### config.mk
export PLATFORM = sky130hd
export DESIGN_NAME = sec_alarm
export DESIGN_NICKNAME = d
export VERILOG_FILES = /design/src/rtl/sec_alarm_pkg.sv /design/src/rtl/sec_alarm_rst_sync.sv /design/src/rtl/sec_alarm_decode.sv /design/src/rtl/sec_alarm_counter.sv /design/src/rtl/sec_alarm_ctrl.sv /design/src/rtl/sec_alarm.sv
export SDC_FILE = /design/constraint.sdc
export NUM_CORES = 1
export LEC_CHECK = 0
export BUFFER_PORTS_ARGS = -buffer_cell sky130_fd_sc_hd__buf_2
export CORE_ASPECT_RATIO = 1.1
export CORE_MARGIN = 2
export CORE_UTILIZATION = 40
export CTS_CLUSTER_SIZE = 25
export DETAILED_ROUTE_END_ITERATION = 7
export PLACE_DENSITY = 0.73
export RECOVER_POWER = 100
export REMOVE_ABC_BUFFERS = 1
export SYNTH_ARGS = -nofsm -noshare
export SYNTH_HDL_FRONTEND = slang
export SYNTH_SLANG_ARGS = --single-unit
### constraint.sdc
create_clock -name clk_i -period 2.9 [get_ports clk_i]
set_input_delay 0.435 -clock clk_i [delete_from_list [all_inputs] [get_ports clk_i]]
set_output_delay 0.435 -clock clk_i [all_outputs]
set_load 0.05 [all_outputs]
### src/rtl/sec_alarm_pkg.sv
package sec_alarm_pkg;

  parameter logic [7:0] OFF_LOAD = 8'h20;
  parameter logic [7:0] OFF_CUR  = 8'h24;
  parameter logic [7:0] OFF_EN   = 8'h28;
  parameter logic [7:0] OFF_IE   = 8'h2C;
  parameter logic [7:0] OFF_STAT = 8'h30;
  parameter logic [7:0] OFF_WAKE = 8'h50;

  typedef struct packed {
    logic load_we;
    logic en_we;
    logic ie_we;
    logic stat_we;
    logic wake_we;
  } wr_strobe_t;

endpackage

### src/rtl/sec_alarm_rst_sync.sv
module sec_alarm_rst_sync #(
  parameter int STAGES = 2
) (
  input  logic clk_i,
  input  logic rst_ni,
  output logic rst_sync_no
);

  logic [STAGES-1:0] sync_q;

  always_ff @(posedge clk_i or negedge rst_ni) begin
    if (!rst_ni) sync_q <= '0;
    else         sync_q <= {sync_q[STAGES-2:0], 1'b1};
  end

  assign rst_sync_no = sync_q[STAGES-1];

endmodule

### src/rtl/sec_alarm_decode.sv
module sec_alarm_decode
  import sec_alarm_pkg::*;
#(
  parameter int ADDR_W = 8
) (
  input  logic              we_i,
  input  logic [ADDR_W-1:0] addr_i,
  output wr_strobe_t        strb_o
);

  always_comb begin
    strb_o         = '0;
    strb_o.load_we = we_i && (addr_i == ADDR_W'(OFF_LOAD));
    strb_o.en_we   = we_i && (addr_i == ADDR_W'(OFF_EN));
    strb_o.ie_we   = we_i && (addr_i == ADDR_W'(OFF_IE));
    strb_o.stat_we = we_i && (addr_i == ADDR_W'(OFF_STAT));
    strb_o.wake_we = we_i && (addr_i == ADDR_W'(OFF_WAKE));
  end

endmodule

### src/rtl/sec_alarm_counter.sv
module sec_alarm_counter #(
  parameter int CNT_W = 32
) (
  input  logic             clk_i,
  input  logic             rst_ni,
  input  logic             tick_i,
  input  logic             cnt_en_i,
  input  logic             load_we_i,
  input  logic [CNT_W-1:0] load_val_i,
  output logic [CNT_W-1:0] load_q_o,
  output logic [CNT_W-1:0] cur_q_o,
  output logic             hit_o
);

  localparam logic [CNT_W-1:0] ONE = {{(CNT_W-1){1'b0}}, 1'b1};

  logic [CNT_W-1:0] load_q, load_d;
  logic [CNT_W-1:0] cur_q, cur_d;
  logic             step;

  assign step = tick_i && cnt_en_i && (cur_q != '0);

  always_comb begin
    load_d = load_q;
    cur_d  = cur_q;
    hit_o  = 1'b0;
    if (load_we_i) begin
      load_d = load_val_i;
      cur_d  = load_val_i;
    end else if (step) begin
      cur_d = cur_q - ONE;
      hit_o = (cur_q == ONE);
    end
  end

  always_ff @(posedge clk_i or negedge rst_ni) begin
    if (!rst_ni) begin
      load_q <= '0;
      cur_q  <= '0;
    end else begin
      load_q <= load_d;
      cur_q  <= cur_d;
    end
  end

  assign load_q_o = load_q;
  assign cur_q_o  = cur_q;


  load_copy_chk: assert property (@(posedge clk_i) disable iff (!rst_ni)
    load_we_i |=> (cur_q == $past(load_val_i)));


  dec_step_chk: assert property (@(posedge clk_i) disable iff (!rst_ni)
    (tick_i && cnt_en_i && !load_we_i && cur_q != '0) |=> (cur_q == $past(cur_q) - ONE));


  hold_chk: assert property (@(posedge clk_i) disable iff (!rst_ni)
    (!load_we_i && !(tick_i && cnt_en_i)) |=> $stable(cur_q));


  zero_stays_chk: assert property (@(posedge clk_i) disable iff (!rst_ni)
    (cur_q == '0 && !load_we_i) |=> (cur_q == '0));

endmodule

### src/rtl/sec_alarm_ctrl.sv
module sec_alarm_ctrl
  import sec_alarm_pkg::*;
(
  input  logic       clk_i,
  input  logic       rst_ni,
  input  wr_strobe_t strb_i,
  input  logic       wbit_i,
  input  logic       hit_i,
  output logic       cnt_en_o,
  output logic       irq_en_o,
  output logic       wake_en_o,
  output logic       pend_o,
  output logic       irq_o,
  output logic       wake_o
);

  logic en_q, en_d;
  logic ie_q, ie_d;
  logic wk_q, wk_d;
  logic pend_q, pend_d;
  logic clr;

  assign clr = strb_i.stat_we && wbit_i;

  always_comb begin
    en_d   = strb_i.en_we   ? wbit_i : en_q;
    ie_d   = strb_i.ie_we   ? wbit_i : ie_q;
    wk_d   = strb_i.wake_we ? wbit_i : wk_q;
    pend_d = pend_q;
    if (hit_i)    pend_d = 1'b1;
    else if (clr) pend_d = 1'b0;
  end

  always_ff @(posedge clk_i or negedge rst_ni) begin
    if (!rst_ni) begin
      en_q   <= 1'b0;
      ie_q   <= 1'b0;
      wk_q   <= 1'b0;
      pend_q <= 1'b0;
    end else begin
      en_q   <= en_d;
      ie_q   <= ie_d;
      wk_q   <= wk_d;
      pend_q <= pend_d;
    end
  end

  assign cnt_en_o  = en_q;
  assign irq_en_o  = ie_q;
  assign wake_en_o = wk_q;
  assign pend_o    = pend_q;
  assign irq_o     = pend_q && ie_q;
  assign wake_o    = pend_q && wk_q;


  pend_rise_chk: assert property (@(posedge clk_i) disable iff (!rst_ni)
    $rose(pend_q) |-> $past(hit_i));


  pend_fall_chk: assert property (@(posedge clk_i) disable iff (!rst_ni)
    $fell(pend_q) |-> $past(clr));


  set_wins_chk: assert property (@(posedge clk_i) disable iff (!rst_ni)
    hit_i |=> pend_q);

endmodule

### src/rtl/sec_alarm.sv
module sec_alarm
  import sec_alarm_pkg::*;
#(
  parameter int ADDR_W = 8,
  parameter int DATA_W = 32,
  parameter int CNT_W  = 32
) (
  input  logic              clk_i,
  input  logic              rst_ni,
  input  logic              sec_tick_i,
  input  logic              bus_we_i,
  input  logic [ADDR_W-1:0] bus_addr_i,
  input  logic [DATA_W-1:0] bus_wdata_i,
  output logic [DATA_W-1:0] bus_rdata_o,
  output logic              irq_o,
  output logic              wake_o
);

  localparam int PAD_W = DATA_W - 1;

  logic             rst_n_int;
  wr_strobe_t       strb;
  logic [CNT_W-1:0] load_q;
  logic [CNT_W-1:0] cur_q;
  logic             hit;
  logic             cnt_en;
  logic             irq_en;
  logic             wake_en;
  logic             pend;

  sec_alarm_rst_sync #(.STAGES(2)) u_rst (
    .clk_i       (clk_i),
    .rst_ni      (rst_ni),
    .rst_sync_no (rst_n_int)
  );

  sec_alarm_decode #(.ADDR_W(ADDR_W)) u_dec (
    .we_i   (bus_we_i),
    .addr_i (bus_addr_i),
    .strb_o (strb)
  );

  sec_alarm_counter #(.CNT_W(CNT_W)) u_cnt (
    .clk_i      (clk_i),
    .rst_ni     (rst_n_int),
    .tick_i     (sec_tick_i),
    .cnt_en_i   (cnt_en),
    .load_we_i  (strb.load_we),
    .load_val_i (bus_wdata_i[CNT_W-1:0]),
    .load_q_o   (load_q),
    .cur_q_o    (cur_q),
    .hit_o      (hit)
  );

  sec_alarm_ctrl u_ctrl (
    .clk_i     (clk_i),
    .rst_ni    (rst_n_int),
    .strb_i    (strb),
    .wbit_i    (bus_wdata_i[0]),
    .hit_i     (hit),
    .cnt_en_o  (cnt_en),
    .irq_en_o  (irq_en),
    .wake_en_o (wake_en),
    .pend_o    (pend),
    .irq_o     (irq_o),
    .wake_o    (wake_o)
  );

  always_comb begin
    bus_rdata_o = '0;
    if (bus_addr_i == ADDR_W'(OFF_LOAD))      bus_rdata_o = DATA_W'(load_q);
    else if (bus_addr_i == ADDR_W'(OFF_CUR))  bus_rdata_o = DATA_W'(cur_q);
    else if (bus_addr_i == ADDR_W'(OFF_EN))   bus_rdata_o = {{PAD_W{1'b0}}, cnt_en};
    else if (bus_addr_i == ADDR_W'(OFF_IE))   bus_rdata_o = {{PAD_W{1'b0}}, irq_en};
    else if (bus_addr_i == ADDR_W'(OFF_STAT)) bus_rdata_o = {{PAD_W{1'b0}}, pend};
    else if (bus_addr_i == ADDR_W'(OFF_WAKE)) bus_rdata_o = {{PAD_W{1'b0}}, wake_en};
  end

endmodule

==> qor.csv <==
stage;metric;value;unit
grt;grt_max_degree;69;
yosys;yosys_warnings;0;
yosys;synthCells;412;
timing;rsz0062_at_grt;false;
place;place.gp.congestion;0.8700;
yosys;yosysMostFrequentCell;nand2_1;
clock_tree;htreeDepth;3;
place;dp_hpwl;6.855;mm
worst_hold_path;hold_class;in -> reg;
floorplanning;rows;36;
yosys;synth_cell_types;44;
timing;slew-limit-headroom;-0.1455;
clock_tree;cts_sinks;70;
grt;grt_overflow_total;0;
clock_tree;cts_buffers;9;
place;pre_cts_ws;166.7;ps
yosys;yosys-top-cells-count;nand2_1, dfrtp_1, a22o_1, nor2_1, clkbuf_1;
grt;grt_pass1_vias;3309;
yosys;synth_top_area_frac;0.4760;
floorplanning;dieArea;0.009984;mm^2
timing;setup_viol;0;
timing;tightest_slew;1718;ps
grt;grtUsageMet1;0.2877;
timing;min_period;2693;ps
job;cap_violations;1;
grt;grt_pass1_wl;16.34;mm
outcome;status;finished with violations;
clock_tree;cts_tree;yes;
yosys;yosys.area.top_type;dfrtp_1;
worst_setup_path;startpoint;u_cnt.cur_q_o[7];
timing;fmax;371.4;MHz
clock_tree;clk_path_buf_depth;2;
detailed_routing;viasPerCell;5.549;
yosys;ys_ff_latch;70;
clock_tree;insertion_delay;350;ps
cells_and_area;area_growth;21.56;%
detailed_routing;first_pass_iters;5;
grt;grtUsageMet3;0.02668;
power;ir_worst_vdd;0.0002570;V
detailed_routing;totalWireLength;9.885;mm
power;fin_total_pwr;2.967;mW
worst_setup_path;crit_fanout;13;
yosys;syn_avg_cell_area;8.932;um^2
detailed_routing;drc;0;
yosys;synth_area;0.003680;mm^2
worst_setup_path;startpoint_type;register;
grt;grt_usage;0.2063;
timing;finClkSkew;8.505;ps
floorplanning;die_y;104.6;um
place;portBuffers;77;
floorplanning;fp.dieW;95.45;um
yosys;synthTopCellsByArea;dfrtp_1, nand2_1, a22o_1;
timing;period_share;0.9285;
yosys;synth_edf_count;0;
worst_hold_path;hp-start;bus_wdata_i[11];
place;dpl.cell_count;593;
worst_setup_path;path_class;reg -> reg;
worst_setup_path;r2r_start;u_cnt.cur_q_o[7];
cells_and_area;fin_cells;610;
yosys;async_flop_share;1.000;
detailed_routing;drt_iter0_drc;185;
detailed_routing;vias;3385;
worst_setup_path;endpoint_kind;register;
floorplanning;core-area;0.008919;mm^2
grt;met2_usage;0.3350;
detailed_routing;antenna_left;0;
cells_and_area;final_net_count;537;
floorplanning;start_util;0.4126;
yosys;ys_seq_area_frac;0.4760;
worst_setup_path;worst_ep_required_time;3100;ps
clock_tree;clkTransAtPathRegs;80;ps
clock_tree;clock-root-buffer;clkbuf_8;
outcome;violations;max-capacitance violations, max-slew violations;
detailed_routing;wl_per_cell;16.20;um
timing;slew_violations;69;
yosys;synth_ff_type;dfrtp_1;
floorplanning;ios;78;
power;power.leakage;2.204;nW
grt;antenna_found_initial;0;
cells_and_area;diodes;0;
grt;top_usage_layer;met2;
power;powerDensity;663.4;mW/mm^2
clock_tree;post_cts_buffers;0;
timing;hold_viol_final;0;
timing;setup_slack;207.2;ps
worst_setup_path;worst_ep_arrival_time;2890;ps
cells_and_area;drive_gt1_frac;0.2238;
sequential cells by signal (all words and copies together) (netlist names):
| name | count |
|---|---|
| u_rst.sync_q | 2 |
| u_cnt.cur_q_o | 32 |
| u_ctrl.pend_o | 1 |
| u_ctrl.irq_en_o | 1 |
| u_ctrl.wake_en_o | 1 |
| u_ctrl.cnt_en_o | 1 |
| u_cnt.load_q_o | 32 |
final timing paths:
kind / endpoint / slack (ps) / cells past startpoint
setup / recovery: u_cnt.cur_q_o[19] / 210 / 6
hold / removal: u_cnt.load_q_o[11] / 290 / 3
setup reg to reg: u_cnt.cur_q_o[19] / 210 / 6
hold reg to reg: u_rst.sync_q[1] / 360 / 0
max in group asynchronous: u_cnt.load_q_o[0] / 1070 / 1
min in group asynchronous: u_rst.sync_q[0] / 390 / 2
cell families after synthesis:
logic type | share of synthesized area
xor+xnor | 0.06188
fa+ha+maj | 0.006799
flops | 0.4760
mux | 0.009180
compound gates | 0.1404
other cells | 0.001019
buf+inv | 0.02924
simple gates | 0.2754
layout by cell type (no fill, tap or decap), types with 3 or more instances in the layout:
cell type / netlist / layout
a21oi_1: 12 / 12
a22o_1: 32 / 32
and2_1: 3 / 3
buf_2: 2 / 42
buf_4: 0 / 6
clkbuf_1: 20 / 6
clkbuf_2: 0 / 34
clkbuf_8: 0 / 11
dfrtp_1: 70 / 69
inv_1: 3 / 3
mux2_2: 3 / 3
nand2_1: 109 / 109
nand3_1: 13 / 13
nand4_1: 10 / 10
nand4b_1: 3 / 3
nor2_1: 23 / 23
nor3_1: 9 / 9
nor4_1: 11 / 11
o21ai_0: 5 / 10
o21ai_1: 16 / 11
or3_1: 6 / 6
or4_1: 6 / 6
xnor2_1: 9 / 9
xor2_1: 17 / 17
power by group:
| group | internal (mW) | switching (mW) | total [mW] |
|---|---|---|---|
| clock | 0.531 | 0.384 | 0.915 |
| sequential | 1.12 | 0.173 | 1.29 |
| combinational | 0.317 | 0.444 | 0.761 |
per-layer routing:
layer | up-vias | part of all wire
li1 | 1616 | -
met1 | 1633 | 0.46
met2 | 121 | 0.47
met3 | 15 | 0.056
met4 | 0 | 0.012
met5 | - | 0
stage by stage:
step | setup TNS, ps | hold WS [ps] | cell area (um^2) | utilization
floorplan | -74160 | 139.4 | 3583 | -
global placement | 0 | 220.2 | 4269 | 0.4787
detailed placement | 0 | 221.7 | 4269 | 0.4787
CTS | 0 | 285.4 | 4512 | 0.5059
global route | 0 | 290.9 | 4473 | 0.5015
finish | 0 | 291.9 | 4473 | 0.5015
worst max-delay path, cell delays in order (launching register included):
cell,delay [ps]
dfrtp_1,420
or4_4,560
or4b_1,500
or4b_4,630
nand4b_1,170
xor2_1,180
a21oi_1,80
final cells by class:
cell class              instances  area [um^2]
clock inverters                 5        81.33
well taps                     114        142.6
repair buffers                 91        498.0
inverters                       3        11.26
flip-flops and latches         70         1753
multi-input cells             316         1836
clock buffers                  11        151.4
fillers                       891         4446
what timing repair did:
| item | in CTS | in global routing |
|---|---|---|
| endpoints found under the hold margin | 2 | 0 |
| resized for setup | 0 | 1 |
| endpoints found under the setup margin | 0 | 7 |
| hold buffers | 1 | 0 |
Note: power is estimated with default switching activity, not from simulation.
